`config.mk`:
```
export PLATFORM = sky130hd
export DESIGN_NAME = pwm_modtimer
export DESIGN_NICKNAME = d
export VERILOG_FILES = /design/src/rtl/pmt_pkg.sv /design/src/rtl/pmt_modbuf.sv /design/src/rtl/pmt_counter.sv /design/src/rtl/pmt_pwm.sv /design/src/rtl/pwm_modtimer.sv
export SDC_FILE = /design/constraint.sdc
export NUM_CORES = 1
export LEC_CHECK = 0
export ABC_AREA = 1
export BUFFER_PORTS_ARGS = -buffer_cell sky130_fd_sc_hd__buf_4
export CELL_PAD_IN_SITES_DETAIL_PLACEMENT = 1
export CELL_PAD_IN_SITES_GLOBAL_PLACEMENT = 2
export CORE_MARGIN = 3
export CORE_UTILIZATION = 38
export CTS_BUF_LIST = sky130_fd_sc_hd__clkbuf_8
export DETAILED_ROUTE_END_ITERATION = 10
export PLACE_DENSITY = 0.86
export RECOVER_POWER = 25
export SLEW_MARGIN = 20
export SYNTH_ARGS = -nofsm -noshare
export SYNTH_HDL_FRONTEND = slang
export SYNTH_SLANG_ARGS = --single-unit
```
`constraint.sdc`:
```
create_clock -name clk -period 6.6 [get_ports clk]
set_input_delay 1.32 -clock clk [delete_from_list [all_inputs] [get_ports clk]]
set_output_delay 1.32 -clock clk [all_outputs]
set_load 0.005 [all_outputs]
```
`src/rtl/pmt_pkg.sv`:
```
package pmt_pkg;
  localparam int BYTE_W = 8;
  localparam int CNT_W  = 2 * BYTE_W;
  localparam int ADDR_W = 3;

  typedef enum logic [ADDR_W-1:0] {
    A_CTRL   = 3'd0,
    A_CNT_HI = 3'd1,
    A_CNT_LO = 3'd2,
    A_MOD_HI = 3'd3,
    A_MOD_LO = 3'd4,
    A_CMP_HI = 3'd5,
    A_CMP_LO = 3'd6
  } reg_addr_e;

  localparam int CB_FLAG = 7;
  localparam int CB_IE   = 6;
  localparam int CB_PWM  = 5;
  localparam int CLKS_W  = 2;
endpackage

```
`src/rtl/pmt_modbuf.sv`:
```
module pmt_modbuf import pmt_pkg::*; #(
  parameter bit COMMIT_AT_WRAP = 1'b0
) (
  input  logic             clk,
  input  logic             rst,
  input  logic             run,
  input  logic             wr_hi,
  input  logic             wr_lo,
  input  logic             wr_ctrl,
  input  logic [BYTE_W-1:0] wdata,
  input  logic [CNT_W-1:0] cnt_q,
  output logic [CNT_W-1:0] mod_q,
  output logic [CNT_W-1:0] term
);
  logic [BYTE_W-1:0] buf_hi, buf_lo;
  logic              hi_seen, lo_seen;
  logic [CNT_W-1:0]  buf_val, target, stop_val;
  logic              pending, stop_commit, at_step, at_wrap, run_commit;

  assign buf_val  = {buf_hi, buf_lo};
  assign term     = (mod_q == '0) ? '1 : mod_q;
  assign target   = (mod_q == '0) ? '1 : buf_val;
  assign pending  = hi_seen && lo_seen;
  assign stop_val = {wr_hi ? wdata : buf_hi, wr_lo ? wdata : buf_lo};

  // Clock stopped: second byte completes the pair and commits at once
  assign stop_commit = !run && ((wr_lo && hi_seen) || (wr_hi && lo_seen));
  // Running: counter steps from target-1 into target
  assign at_step    = (cnt_q == target - 1'b1) && (cnt_q != term);
  // Running, alternative policy: counter wraps to zero
  assign at_wrap    = (cnt_q == term);
  assign run_commit = run && pending && (COMMIT_AT_WRAP ? at_wrap : at_step);

  always_ff @(posedge clk) begin
    if (rst) begin
      buf_hi  <= '0;
      buf_lo  <= '0;
      hi_seen <= 1'b0;
      lo_seen <= 1'b0;
      mod_q   <= '0;
    end else begin
      if (wr_hi) buf_hi <= wdata;
      if (wr_lo) buf_lo <= wdata;
      if (wr_ctrl || stop_commit || run_commit) begin
        hi_seen <= 1'b0;
        lo_seen <= 1'b0;
      end else begin
        if (wr_hi) hi_seen <= 1'b1;
        if (wr_lo) lo_seen <= 1'b1;
      end
      if (stop_commit)     mod_q <= stop_val;
      else if (run_commit) mod_q <= buf_val;
    end
  end


  single_byte_chk: assert property (@(posedge clk) disable iff (rst)
    ((wr_hi && !wr_lo && !lo_seen) || (wr_lo && !wr_hi && !hi_seen)) |=> $stable(mod_q));


  run_hold_chk: assert property (@(posedge clk) disable iff (rst)
    (run && !pending) |=> $stable(mod_q));
endmodule

```
`src/rtl/pmt_counter.sv`:
```
module pmt_counter import pmt_pkg::*; (
  input  logic             clk,
  input  logic             rst,
  input  logic             run,
  input  logic             clr,
  input  logic [CNT_W-1:0] term,
  output logic [CNT_W-1:0] cnt_q,
  output logic [CNT_W-1:0] cnt_d,
  output logic             wrap
);
  assign wrap = run && !clr && (cnt_q == term);

  always_comb begin
    if (clr)       cnt_d = '0;
    else if (wrap) cnt_d = '0;
    else if (run)  cnt_d = cnt_q + 1'b1;
    else           cnt_d = cnt_q;
  end

  always_ff @(posedge clk) begin
    if (rst) cnt_q <= '0;
    else     cnt_q <= cnt_d;
  end


  wrap_zero_chk: assert property (@(posedge clk) disable iff (rst)
    (run && !clr && cnt_q == term) |=> (cnt_q == '0));


  count_clear_chk: assert property (@(posedge clk) disable iff (rst)
    clr |=> (cnt_q == '0));


  stopped_hold_chk: assert property (@(posedge clk) disable iff (rst)
    (!run && !clr) |=> $stable(cnt_q));
endmodule

```
`src/rtl/pmt_pwm.sv`:
```
module pmt_pwm import pmt_pkg::*; (
  input  logic              clk,
  input  logic              rst,
  input  logic              en,
  input  logic              wr_hi,
  input  logic              wr_lo,
  input  logic [BYTE_W-1:0] wdata,
  input  logic [CNT_W-1:0]  cnt_d,
  output logic [CNT_W-1:0]  cmp_q,
  output logic              pwm_q
);
  always_ff @(posedge clk) begin
    if (rst) begin
      cmp_q <= '0;
      pwm_q <= 1'b0;
    end else begin
      if (wr_hi) cmp_q[CNT_W-1:BYTE_W] <= wdata;
      if (wr_lo) cmp_q[BYTE_W-1:0]     <= wdata;
      pwm_q <= en && (cnt_d < cmp_q);
    end
  end


  pwm_enable_chk: assert property (@(posedge clk) disable iff (rst)
    pwm_q |-> $past(en));
endmodule

```
`src/rtl/pwm_modtimer.sv`:
```
module pwm_modtimer import pmt_pkg::*; #(
  parameter bit COMMIT_AT_WRAP = 1'b0
) (
  input  logic              clk,
  input  logic              rst,
  input  logic [ADDR_W-1:0] addr,
  input  logic              wr,
  input  logic              rd,
  input  logic [BYTE_W-1:0] wdata,
  output logic [BYTE_W-1:0] rdata,
  output logic              pwm_o,
  output logic              ovf_o,
  output logic              irq_o
);
  logic [CLKS_W-1:0] clks_q;
  logic              ie_q, pwm_en_q, flag_q, arm_q, irq_q;
  logic              flag_d, ie_d, run, wr_ctrl, flag_clr, wrap;
  logic [BYTE_W-1:0] rdata_q;
  logic [CNT_W-1:0]  cnt_q, cnt_d, mod_q, term, cmp_q;

  assign run      = (clks_q != '0);
  assign wr_ctrl  = wr && (addr == A_CTRL);
  assign flag_clr = wr_ctrl && arm_q && !wdata[CB_FLAG];
  assign flag_d   = wrap ? 1'b1 : (flag_clr ? 1'b0 : flag_q);
  assign ie_d     = wr_ctrl ? wdata[CB_IE] : ie_q;

  pmt_modbuf #(.COMMIT_AT_WRAP(COMMIT_AT_WRAP)) u_modbuf (
    .clk(clk), .rst(rst), .run(run),
    .wr_hi(wr && (addr == A_MOD_HI)), .wr_lo(wr && (addr == A_MOD_LO)),
    .wr_ctrl(wr_ctrl), .wdata(wdata), .cnt_q(cnt_q),
    .mod_q(mod_q), .term(term)
  );

  pmt_counter u_counter (
    .clk(clk), .rst(rst), .run(run),
    .clr(wr && (addr == A_CNT_HI || addr == A_CNT_LO)),
    .term(term), .cnt_q(cnt_q), .cnt_d(cnt_d), .wrap(wrap)
  );

  pmt_pwm u_pwm (
    .clk(clk), .rst(rst), .en(pwm_en_q),
    .wr_hi(wr && (addr == A_CMP_HI)), .wr_lo(wr && (addr == A_CMP_LO)),
    .wdata(wdata), .cnt_d(cnt_d), .cmp_q(cmp_q), .pwm_q(pwm_o)
  );

  always_ff @(posedge clk) begin
    if (rst) begin
      clks_q   <= '0;
      ie_q     <= 1'b0;
      pwm_en_q <= 1'b0;
      flag_q   <= 1'b0;
      arm_q    <= 1'b0;
      irq_q    <= 1'b0;
      rdata_q  <= '0;
    end else begin
      if (wr_ctrl) begin
        clks_q   <= wdata[CLKS_W-1:0];
        ie_q     <= wdata[CB_IE];
        pwm_en_q <= wdata[CB_PWM];
        arm_q    <= 1'b0;
      end else if (rd && addr == A_CTRL && flag_q) begin
        arm_q <= 1'b1;
      end
      flag_q <= flag_d;
      irq_q  <= flag_d && ie_d;
      if (rd) begin
        case (addr)
          A_CTRL:   rdata_q <= {flag_q, ie_q, pwm_en_q, {(BYTE_W-3-CLKS_W){1'b0}}, clks_q};
          A_CNT_HI: rdata_q <= cnt_q[CNT_W-1:BYTE_W];
          A_CNT_LO: rdata_q <= cnt_q[BYTE_W-1:0];
          A_MOD_HI: rdata_q <= mod_q[CNT_W-1:BYTE_W];
          A_MOD_LO: rdata_q <= mod_q[BYTE_W-1:0];
          A_CMP_HI: rdata_q <= cmp_q[CNT_W-1:BYTE_W];
          A_CMP_LO: rdata_q <= cmp_q[BYTE_W-1:0];
          default:  rdata_q <= '0;
        endcase
      end
    end
  end

  assign rdata = rdata_q;
  assign ovf_o = flag_q;
  assign irq_o = irq_q;


  flag_sticky_chk: assert property (@(posedge clk) disable iff (rst)
    (flag_q && !(wr_ctrl && arm_q && !wdata[CB_FLAG])) |=> flag_q);


  irq_source_chk: assert property (@(posedge clk) disable iff (rst)
    irq_q |-> (flag_q && ie_q));
endmodule

```
==> results.cfg, run 1 <==
[timing]
maxSlewViolCount = 64
hold_viol_final = 0
tightest_slew_ns = 3.220
max_freq_mhz = 200.8
slew_headroom_pct = -114.7
fin_crit_ns = 4.981
fin_skew_ns = 0.006092
rsz0062_at_grt = no
finalSetupViolations = 0
fin_crit_sh_pct = 75.46
fin_tns_setup_ns = 0

[final_layout]
mostFrequentLayoutCells = nand2_1 (178), inv_1 (115), nor2_1 (82), dfxtp_1 (82), nand3_1 (54)
nFillCells = 1785
nNetsFinal = 843
syn_to_final_growth_pct = 8.529
n_antenna_cell = 0
post-route-util_pct = 42.77
final_common_cell = nand2_1
drive_gt1_share_pct = 10.42

[pwr]
p_leak_nw = 2.334
switching_share_pct = 28.26
power_frac_seq_pct = 51.9
internal_power_uw = 704.0
p_comb_share_pct = 9.5
p_switching_uw = 277.3
power.density_nw_per_um2 = 171.2
p_clk_share_pct = 38.7
max-vdd-ir-drop_uv = 101.8

[setup_path]
critPathMaxFanout = 63
worst-r2r-cell-count = 17
cp.required_ns = 6.85
rr_startpoint = u_counter.cnt_q[1]$_SDFF_PP0_
r2r-end = u_pwm.pwm_q$_SDFF_PP0_
r2r_slack_ns = 2.75
cp-end-kind = flip-flop
worstPathArrival_ns = 5.23
critPathLaunchType = input pin
crit_type = in2reg

[global_routing]
antenna_found_initial = 0
grt_overflow_total = 0
grt_usage_pct = 25.77
grt_max_degree = 64
first_global_vias = 5308
grt_pass1_wl_mm = 29.52

[detailed_routing]
wl_per_cell_um = 19.28
vias_per_cell = 5.438
firstDrtPassIters = 5
ant_nets = 0
vias = 5394
drtIter0Drc = 513
routed_wl_mm = 19.13
drc_errors = 0

[floorplan]
die_w_um = 123.9
fp.dieArea_um2 = 15350
start_util_pct = 39.41
die_h_um = 123.9
io_pins = 26
rows = 42
coreArea_um2 = 13400

[synth]
synth_area_per_cell_um2 = 6.585
yosys_warnings = 0
synth_edf_count = 0
synth.yosys.seq_area_share_pct = 31.08
synth_cell_types = 41
synth_top_flop_cell = dfxtp_1
synthesis.nets = 834
netlist_instances = 802
synth_area_um2 = 5281
synth_seq_cells = 82
synthArstFlopShare_pct = 0

[outcome]
status = complete, but fails checks
violations = capacitance limit, slew limit

[clock_network]
holdBufCountCts = 0
ctsResizeCount = 0
postCtsSetupRepairBufs = 0
cts_root_buffer = clkbuf_8
cts_sinks = 82
cts_buffer_depth = 2
cts_made_buffers = 9
clkTransAtPathRegs_ns = 0.09
insertion_delay_ns = 0.38
cts_tree = built
htreeDepth = 3

[place]
gp_congestion = 0.9268
port_buffers = 25
post-dp-hpwl_mm = 14.93

[min_path]
hold_depth = 2
min_path_type = reg2reg
min_to = rdata[7]$_SDFFE_PP0P_
min_from = rdata[7]$_SDFFE_PP0P_

[run]
maxCapViolations = 1
[metal layers]
metal / global-route usage [%] / up-vias / share of wire (%)
met1: 35.85 / 2593 / 47
met5: 0 / - / 0
met3: 5.359 / 39 / 6.3
met2: 38.97 / 147 / 43
li1: - / 2615 / -
met4: 10.27 / 0 / 3.1
[per-stage QoR]
step	power [mW]	hold slack [ns]	instances	cell area [um2]	setup slack [ns]
2_1_floorplan	0.5770	0.4332	802	5281	3.375
4_1_cts	0.9901	0.4805	992	5743	2.837
6_report	0.9813	0.4768	992	5732	1.619
5_1_grt	1.025	0.5015	992	5732	1.301
3_3_place_gp	0.6088	0.4433	976	5549	2.830
3_5_place_dp	0.6123	0.4668	976	5549	2.576
[registers in the layout, summed over array words and instances, names as in the netlist]
| register | flops |
|---|---|
| arm_q | 1 |
| clks_q | 2 |
| ie_q | 1 |
| irq_o | 1 |
| ovf_o | 1 |
| pwm_en_q | 1 |
| rdata | 8 |
| u_counter.cnt_q | 16 |
| u_modbuf.buf_hi | 8 |
| u_modbuf.buf_lo | 8 |
| u_modbuf.hi_seen | 1 |
| u_modbuf.lo_seen | 1 |
| u_modbuf.mod_q | 16 |
| u_pwm.cmp_q | 16 |
| u_pwm.pwm_q | 1 |
[power by group through the flow]
stage	Sequential (mW)	Clock, mW	Combinational, mW
2_1_floorplan	0.519	0	0.0580
3_3_place_gp	0.520	0	0.0885
3_5_place_dp	0.521	0	0.0917
4_1_cts	0.509	0.389	0.0921
5_1_grt	0.510	0.411	0.103
6_report	0.509	0.379	0.0928
[final cells by class]
cell class | count | area, um2 | area share [%]
clock buffer | 9 | 123.9 | 2.161
clock inverter | 7 | 70.07 | 1.222
inverter | 120 | 450.4 | 7.859
multi-input combinational | 572 | 3042 | 53.07
sequential | 82 | 1642 | 28.64
tap | 176 | 220.2 | 3.842
timing repair buffer | 26 | 183.9 | 3.209
[cells by family (layout without fill, tap and decap cells)]
group	count (synthesis)	after routing	share of synthesized area [%]
adders and majority gates	17	17	4.027
and+or+nand+nor	380	380	32.08
xor gates and xnor gates	32	32	5.733
buffers and inverters	148	162	11.32
AOI/OAI and AO/OA	143	143	15.75
DFF	82	82	31.08
[how the worst max path moves through the flow]
| stage | slack (ns) | to | cells after the start | start |
|---|---|---|---|---|
| 2_1_floorplan | 3.37 | u_pwm.pwm_q$_SDFF_PP0_ | 14 | addr[2] |
| 3_3_place_gp | 2.83 | u_pwm.pwm_q$_SDFF_PP0_ | 14 | addr[2] |
| 3_5_place_dp | 2.58 | u_pwm.pwm_q$_SDFF_PP0_ | 14 | addr[2] |
| 4_1_cts | 2.84 | u_pwm.pwm_q$_SDFF_PP0_ | 17 | u_counter.cnt_q[0]$_SDFF_PP0_ |
| 5_1_grt | 1.30 | u_modbuf.lo_seen$_SDFFE_PP0P_ | 4 | rst |
| 6_report | 1.62 | u_modbuf.hi_seen$_SDFFE_PP0P_ | 4 | rst |
[critical path, cell delays in order]
cell and delay, ns:
clkbuf_1 2.24, inv_1 1.14, nand4_1 0.45, a21oi_1 0.06
[Yosys cell counts, types with 10 or more instances]
cell type	count	area, um2
nand2_1	178	668.1
inv_1	114	427.9
dfxtp_1	82	1642
nor2_1	82	307.8
nand3_1	54	270.3
o21ai_0	53	265.3
a21oi_1	42	210.2
xor2_1	26	227.7
o22ai_1	21	131.4
clkbuf_1	18	67.56
ha_1	17	212.7
nor3_1	16	80.08
nand2_2	12	75.07
a21oi_2	10	87.58
nand4_1	10	62.56
(Power assumes the default switching activity.)
==> run 2, diff against run 1 <==
- ABC_AREA: 1 -> 0
- PLACE_DENSITY: 0.86 -> 0.81
- clock period: 6.6 -> 4.7 ns (I/O delays scaled with it)
==> results.cfg, run 2 <==
[synth]
synth_cell_types = 66
synth.top_cell.area_share_pct = 30.44
synth_edf_count = 0
synth.yosys.seq_area_share_pct = 30.44
synthArstFlopShare_pct = 0
synthesis.nets = 727
synth_area_per_cell_um2 = 7.759
yosysTopAreaCell = dfxtp_1
synth_seq_cells = 82
synth_area_um2 = 5393
synth_top_flop_cell = dfxtp_1
yosys_warnings = 0
netlist_instances = 695
yosysMostFrequentCell = nand2_1
yosys-top-cells-area = dfxtp_1 (30%), nand2_1 (6.1%), a21oi_1 (5.6%), ha_1 (3.9%), nor2_1 (3.8%)
synth_common_cells = nand2_1 (88), dfxtp_1 (82), a21oi_1 (60)

[setup_path]
critPathBufInv = 0
worst-r2r-cell-count = 16
cp_slowest_cell = and4_1
cp.required_ns = 4.98
path_cells = nor4_2 -> and4_1 -> o2111ai_1 -> a211oi_1 -> and3_1 -> nand3_1 -> nand2_1 -> nor2_1 -> ha_1 -> a21o_1 -> a21o_1 -> a21oi_1 -> o21ai_0 -> nand2_1 -> nand3_1 -> a41oi_1
crit_type = reg2reg
r2r_slack_ns = 0.42
r2r-end = u_pwm.pwm_q$_SDFF_PP0_
critPathMaxFanout = 19
rr_startpoint = u_modbuf.mod_q[3]$_SDFFE_PP0P_
critPathMaxStageDelay_ns = 0.62
critical-path-top-delay-family = simple AND/OR/NAND/NOR gates
worstPathArrival_ns = 4.56
cp-end-kind = flip-flop
critPathLaunchType = flip-flop

[floorplan]
start_util_pct = 39.77
die_h_um = 125.1
die_w_um = 125.1
fp.dieArea_um2 = 15660
rows = 42
io_pins = 26
coreArea_um2 = 13560

[timing]
maxSlewViolCount = 0
fin_crit_ns = 4.278
fin_crit_sh_pct = 91.01
slew_headroom_pct = 25.94
setup_ws_ns = 0.4223
tightest_slew_ns = 1.111
max_freq_mhz = 233.8
finalSetupViolations = 0
rsz0062_at_grt = no
hold_viol_final = 0
fin_skew_ns = 0.01308
fin_tns_setup_ns = 0

[global_routing]
antenna_found_initial = 0
met3_usage_pct = 3.156
grt_pass1_wl_mm = 31.07
met1_usage_pct = 36.28
gr-usage-met2_pct = 40.05
grt_usage_pct = 25.41
first_global_vias = 5388
grt_overflow_total = 0
grt_max_degree = 69
top_usage_layer = met2

[clock_network]
cts_made_buffers = 9
postCtsSetupRepairBufs = 0
clkTransAtPathRegs_ns = 0.09
htreeDepth = 3
holdBufCountCts = 0
ctsResizeCount = 0
insertion_delay_ns = 0.38
cts_buffer_depth = 2
cts_tree = built
cts_root_buffer = clkbuf_8
cts_sinks = 82

[min_path]
min_to = rdata[5]$_SDFFE_PP0P_
min_path_type = reg2reg
hold_depth = 2
min_from = rdata[5]$_SDFFE_PP0P_

[final_layout]
regArea_um2 = 1642
syn_to_final_growth_pct = 8.631
layout_top_registers = u_counter.cnt_q (16), u_modbuf.mod_q (16), u_pwm.cmp_q (16)
nFillCells = 1688
multi_input_area_um2 = 3327
nNetsFinal = 720
n_antenna_cell = 0
layout.cells.non_filler = 869
post-route-util_pct = 43.21
final_common_cell = nand2_1
drive_gt1_share_pct = 11.69
mostFrequentLayoutCells = nand2_1 (88), dfxtp_1 (82), a21oi_1 (60)

[detailed_routing]
vias_per_cell = 6.086
routed_wl_mm = 19.71
firstDrtPassIters = 5
vias = 5289
wl_per_cell_um = 22.69
ant_nets = 0
drc_errors = 0
drtIter0Drc = 500

[pwr]
p_leak_nw = 2.056
max-vdd-ir-drop_uv = 173.2
power_mw = 1.428
power.density_nw_per_um2 = 243.8

[place]
preCtsSetupSlack_ns = 0.5085
gp_congestion = 0.9268
post-dp-hpwl_mm = 14.91
place_inst = 853
port_buffers = 25

[run]
maxCapViolations = 0

[outcome]
status = completed
run 2: cell count changes after synthesis, moves of 25 or more:
cell and change:
nand2_1 -90, inv_1 -62, nand3_1 -40, o21ai_0 -37, nor2_1 -28, a22oi_1 +25
run 2: kinds of logic (layout without fill, tap and decap cells):
family / count (synthesis) / after routing / synth area share [%]
compound gates: 172 / 172 / 22.41
xor+xnor: 38 / 38 / 6.427
fa+ha+maj: 17 / 17 / 3.944
buf+inv: 107 / 105 / 8.074
flops: 82 / 82 / 30.44
mux: 21 / 21 / 4.710
simple gates: 258 / 258 / 23.99
run 2: worst max path at each step:
stage | start | end | slack, ns | cells past startpoint
floorplan | u_modbuf.mod_q[7]$_SDFFE_PP0P_ | u_modbuf.mod_q[10]$_SDFFE_PP0P_ | 1.17 | 16
global placement | u_modbuf.mod_q[3]$_SDFFE_PP0P_ | u_pwm.pwm_q$_SDFF_PP0_ | 0.76 | 16
detailed placement | u_modbuf.mod_q[3]$_SDFFE_PP0P_ | u_pwm.pwm_q$_SDFF_PP0_ | 0.51 | 16
CTS | u_modbuf.mod_q[3]$_SDFFE_PP0P_ | u_pwm.pwm_q$_SDFF_PP0_ | 0.48 | 16
global route | u_modbuf.mod_q[3]$_SDFFE_PP0P_ | u_pwm.pwm_q$_SDFF_PP0_ | 0.05 | 16
finish | u_modbuf.mod_q[3]$_SDFFE_PP0P_ | u_pwm.pwm_q$_SDFF_PP0_ | 0.42 | 16
run 2: layer usage:
layer  up-vias  share of wire (%)
met5         -                  0
met4         0                2.2
met3        27                5.6
met2       150                 45
met1      2635                 47
li1       2477                  -
run 2: tightest hold or removal path, delay by kind of cell, from the launching register on:
kind | cells | cell delay (ns)
flops | 1 | 0.32
simple gates | 1 | 0.06
compound gates | 1 | 0.06
run 2: cell type report:
cell class,count,share of cell area (%)
repair buffers,36,4.421
well taps,176,3.759
inverters,53,3.396
clock buffers,11,2.584
clock inverters,5,1.025
flip-flops and latches,82,28.02
multi-input cells,506,56.79
run 2: per-stage QoR:
step	hold slack, ns	area, um2
global placement	0.4617	5658
finish	0.4801	5858
CTS	0.4783	5869
global route	0.5061	5858
detailed placement	0.4631	5658
floorplan	0.4410	5393
run 2: report_power, final:
group          switching [mW]  internal, mW  leakage [nW]  total [mW]
Combinational           0.101        0.0484          1.29       0.149
Clock                   0.283         0.276         0.106       0.559
Sequential             0.0158         0.704         0.662       0.719
Total                   0.400          1.03          2.06        1.43
==> run 3, diff against run 2 <==
--- a/constraint.sdc
+++ b/constraint.sdc
@@ -3,2 +3,2 @@
 set_output_delay 0.94 -clock clk [all_outputs]
-set_load 0.005 [all_outputs]
+set_load 0.1 [all_outputs]
==> results.cfg, run 3 (synthesized netlist as in run 2, its figures left out) <==
[place]
preCtsSetupSlack_ns = 0.5085
post-dp-hpwl_mm = 14.91
port_buffers = 25
gp_congestion = 0.9268
place_inst = 853

[global_routing]
grt_max_degree = 69
antenna_found_initial = 0
first_global_vias = 5388
grt_usage_pct = 25.41
grt_overflow_total = 0
grt_pass1_wl_mm = 31.07

[timing]
finalSetupViolations = 0
fin_crit_sh_pct = 90.28
slew_headroom_pct = 21.41
tightest_slew_ns = 1.184
setup_ws_ns = 0.4567
rsz0062_at_grt = no
fin_tns_setup_ns = 0
max_freq_mhz = 235.7
fin_skew_ns = 0.01341
fin_crit_ns = 4.243
hold_viol_final = 0
maxSlewViolCount = 0

[final_layout]
n_antenna_cell = 0
regArea_um2 = 1642
layout_top_registers = u_counter.cnt_q (16), u_modbuf.mod_q (16), u_pwm.cmp_q (16)
final_common_cell = nand2_1
drive_gt1_share_pct = 11.26
syn_to_final_growth_pct = 8.422
layout.cells.non_filler = 869
post-route-util_pct = 43.12
nNetsFinal = 720
mostFrequentLayoutCells = nand2_1 (88), dfxtp_1 (82), a21oi_1 (60)
multi_input_area_um2 = 3327
nFillCells = 1690

[floorplan]
die_h_um = 125.1
die_w_um = 125.1
rows = 42
start_util_pct = 39.77
io_pins = 26
fp.dieArea_um2 = 15660
coreArea_um2 = 13560

[pwr]
power_mw = 1.441
power.density_nw_per_um2 = 246.4
max-vdd-ir-drop_uv = 173.8
p_leak_nw = 2.049

[setup_path]
critPathLaunchType = flip-flop
worstPathArrival_ns = 4.53
critPathMaxFanout = 19
cp.required_ns = 4.98
r2r_slack_ns = 0.46
crit_type = reg2reg
cp-end-kind = flip-flop

[detailed_routing]
vias = 5324
firstDrtPassIters = 5
ant_nets = 0
drc_errors = 0
routed_wl_mm = 19.69
wl_per_cell_um = 22.66
vias_per_cell = 6.127
drtIter0Drc = 491

[clock_network]
holdBufCountCts = 0
cts_root_buffer = clkbuf_8
cts_made_buffers = 9
cts_tree = built
htreeDepth = 3
clkTransAtPathRegs_ns = 0.09
cts_buffer_depth = 2
ctsResizeCount = 0
postCtsSetupRepairBufs = 0
cts_sinks = 82
insertion_delay_ns = 0.38

[run]
maxCapViolations = 0

[outcome]
status = completed

[min_path]
min_path_type = reg2reg
[run 3: through the flow]
step	cell area [um2]	hold WS, ns
2_1_floorplan	5393	0.4410
3_3_place_gp	5658	0.4617
3_5_place_dp	5658	0.4631
4_1_cts	5869	0.4783
5_1_grt	5847	0.5081
6_report	5847	0.4780
[run 3: power breakdown]
group          switching [mW]  leakage [nW]  internal, mW
combinational           0.112          1.28        0.0486
sequential             0.0158         0.662         0.704
clock                   0.284         0.106         0.276
total                   0.412          2.05          1.03
[run 3: worst paths after layout]
check	from	to	cells past startpoint
min reg2reg	rdata[5]$_SDFFE_PP0P_	rdata[5]$_SDFFE_PP0P_	2
min	rdata[5]$_SDFFE_PP0P_	rdata[5]$_SDFFE_PP0P_	2
max	u_modbuf.mod_q[3]$_SDFFE_PP0P_	u_pwm.pwm_q$_SDFF_PP0_	16
max reg2reg	u_modbuf.mod_q[3]$_SDFFE_PP0P_	u_pwm.pwm_q$_SDFF_PP0_	16
[run 3: critical path: stages, from the launching register on]
cell       delay (ns)
dfxtp_1          0.36
nor4_2           0.56
and4_1           0.61
o2111ai_1        0.19
a211oi_1         0.27
and3_1           0.23
nand3_1          0.09
nand2_1          0.45
nor2_1           0.13
ha_1             0.34
a21o_1           0.16
a21o_1           0.17
a21oi_1          0.13
o21ai_0          0.09
nand2_1          0.07
nand3_1          0.08
a41oi_1          0.21
[run 3: final cells by class]
class	instances	share of cell area, %
multi-input combinational	506	56.90
inverter	53	3.403
tap	176	3.766
timing repair buffer	36	4.237
clock inverter	5	1.027
clock buffer	11	2.589
sequential	82	28.08
[run 3: metal layers]
layer	track usage (%)	wire length, um	vias up
met1	36.28	9251	2646
met2	40.05	8856	173
met4	8.036	461	0
li1	-	-	2475
met3	3.156	1122	30
met5	0	0	-
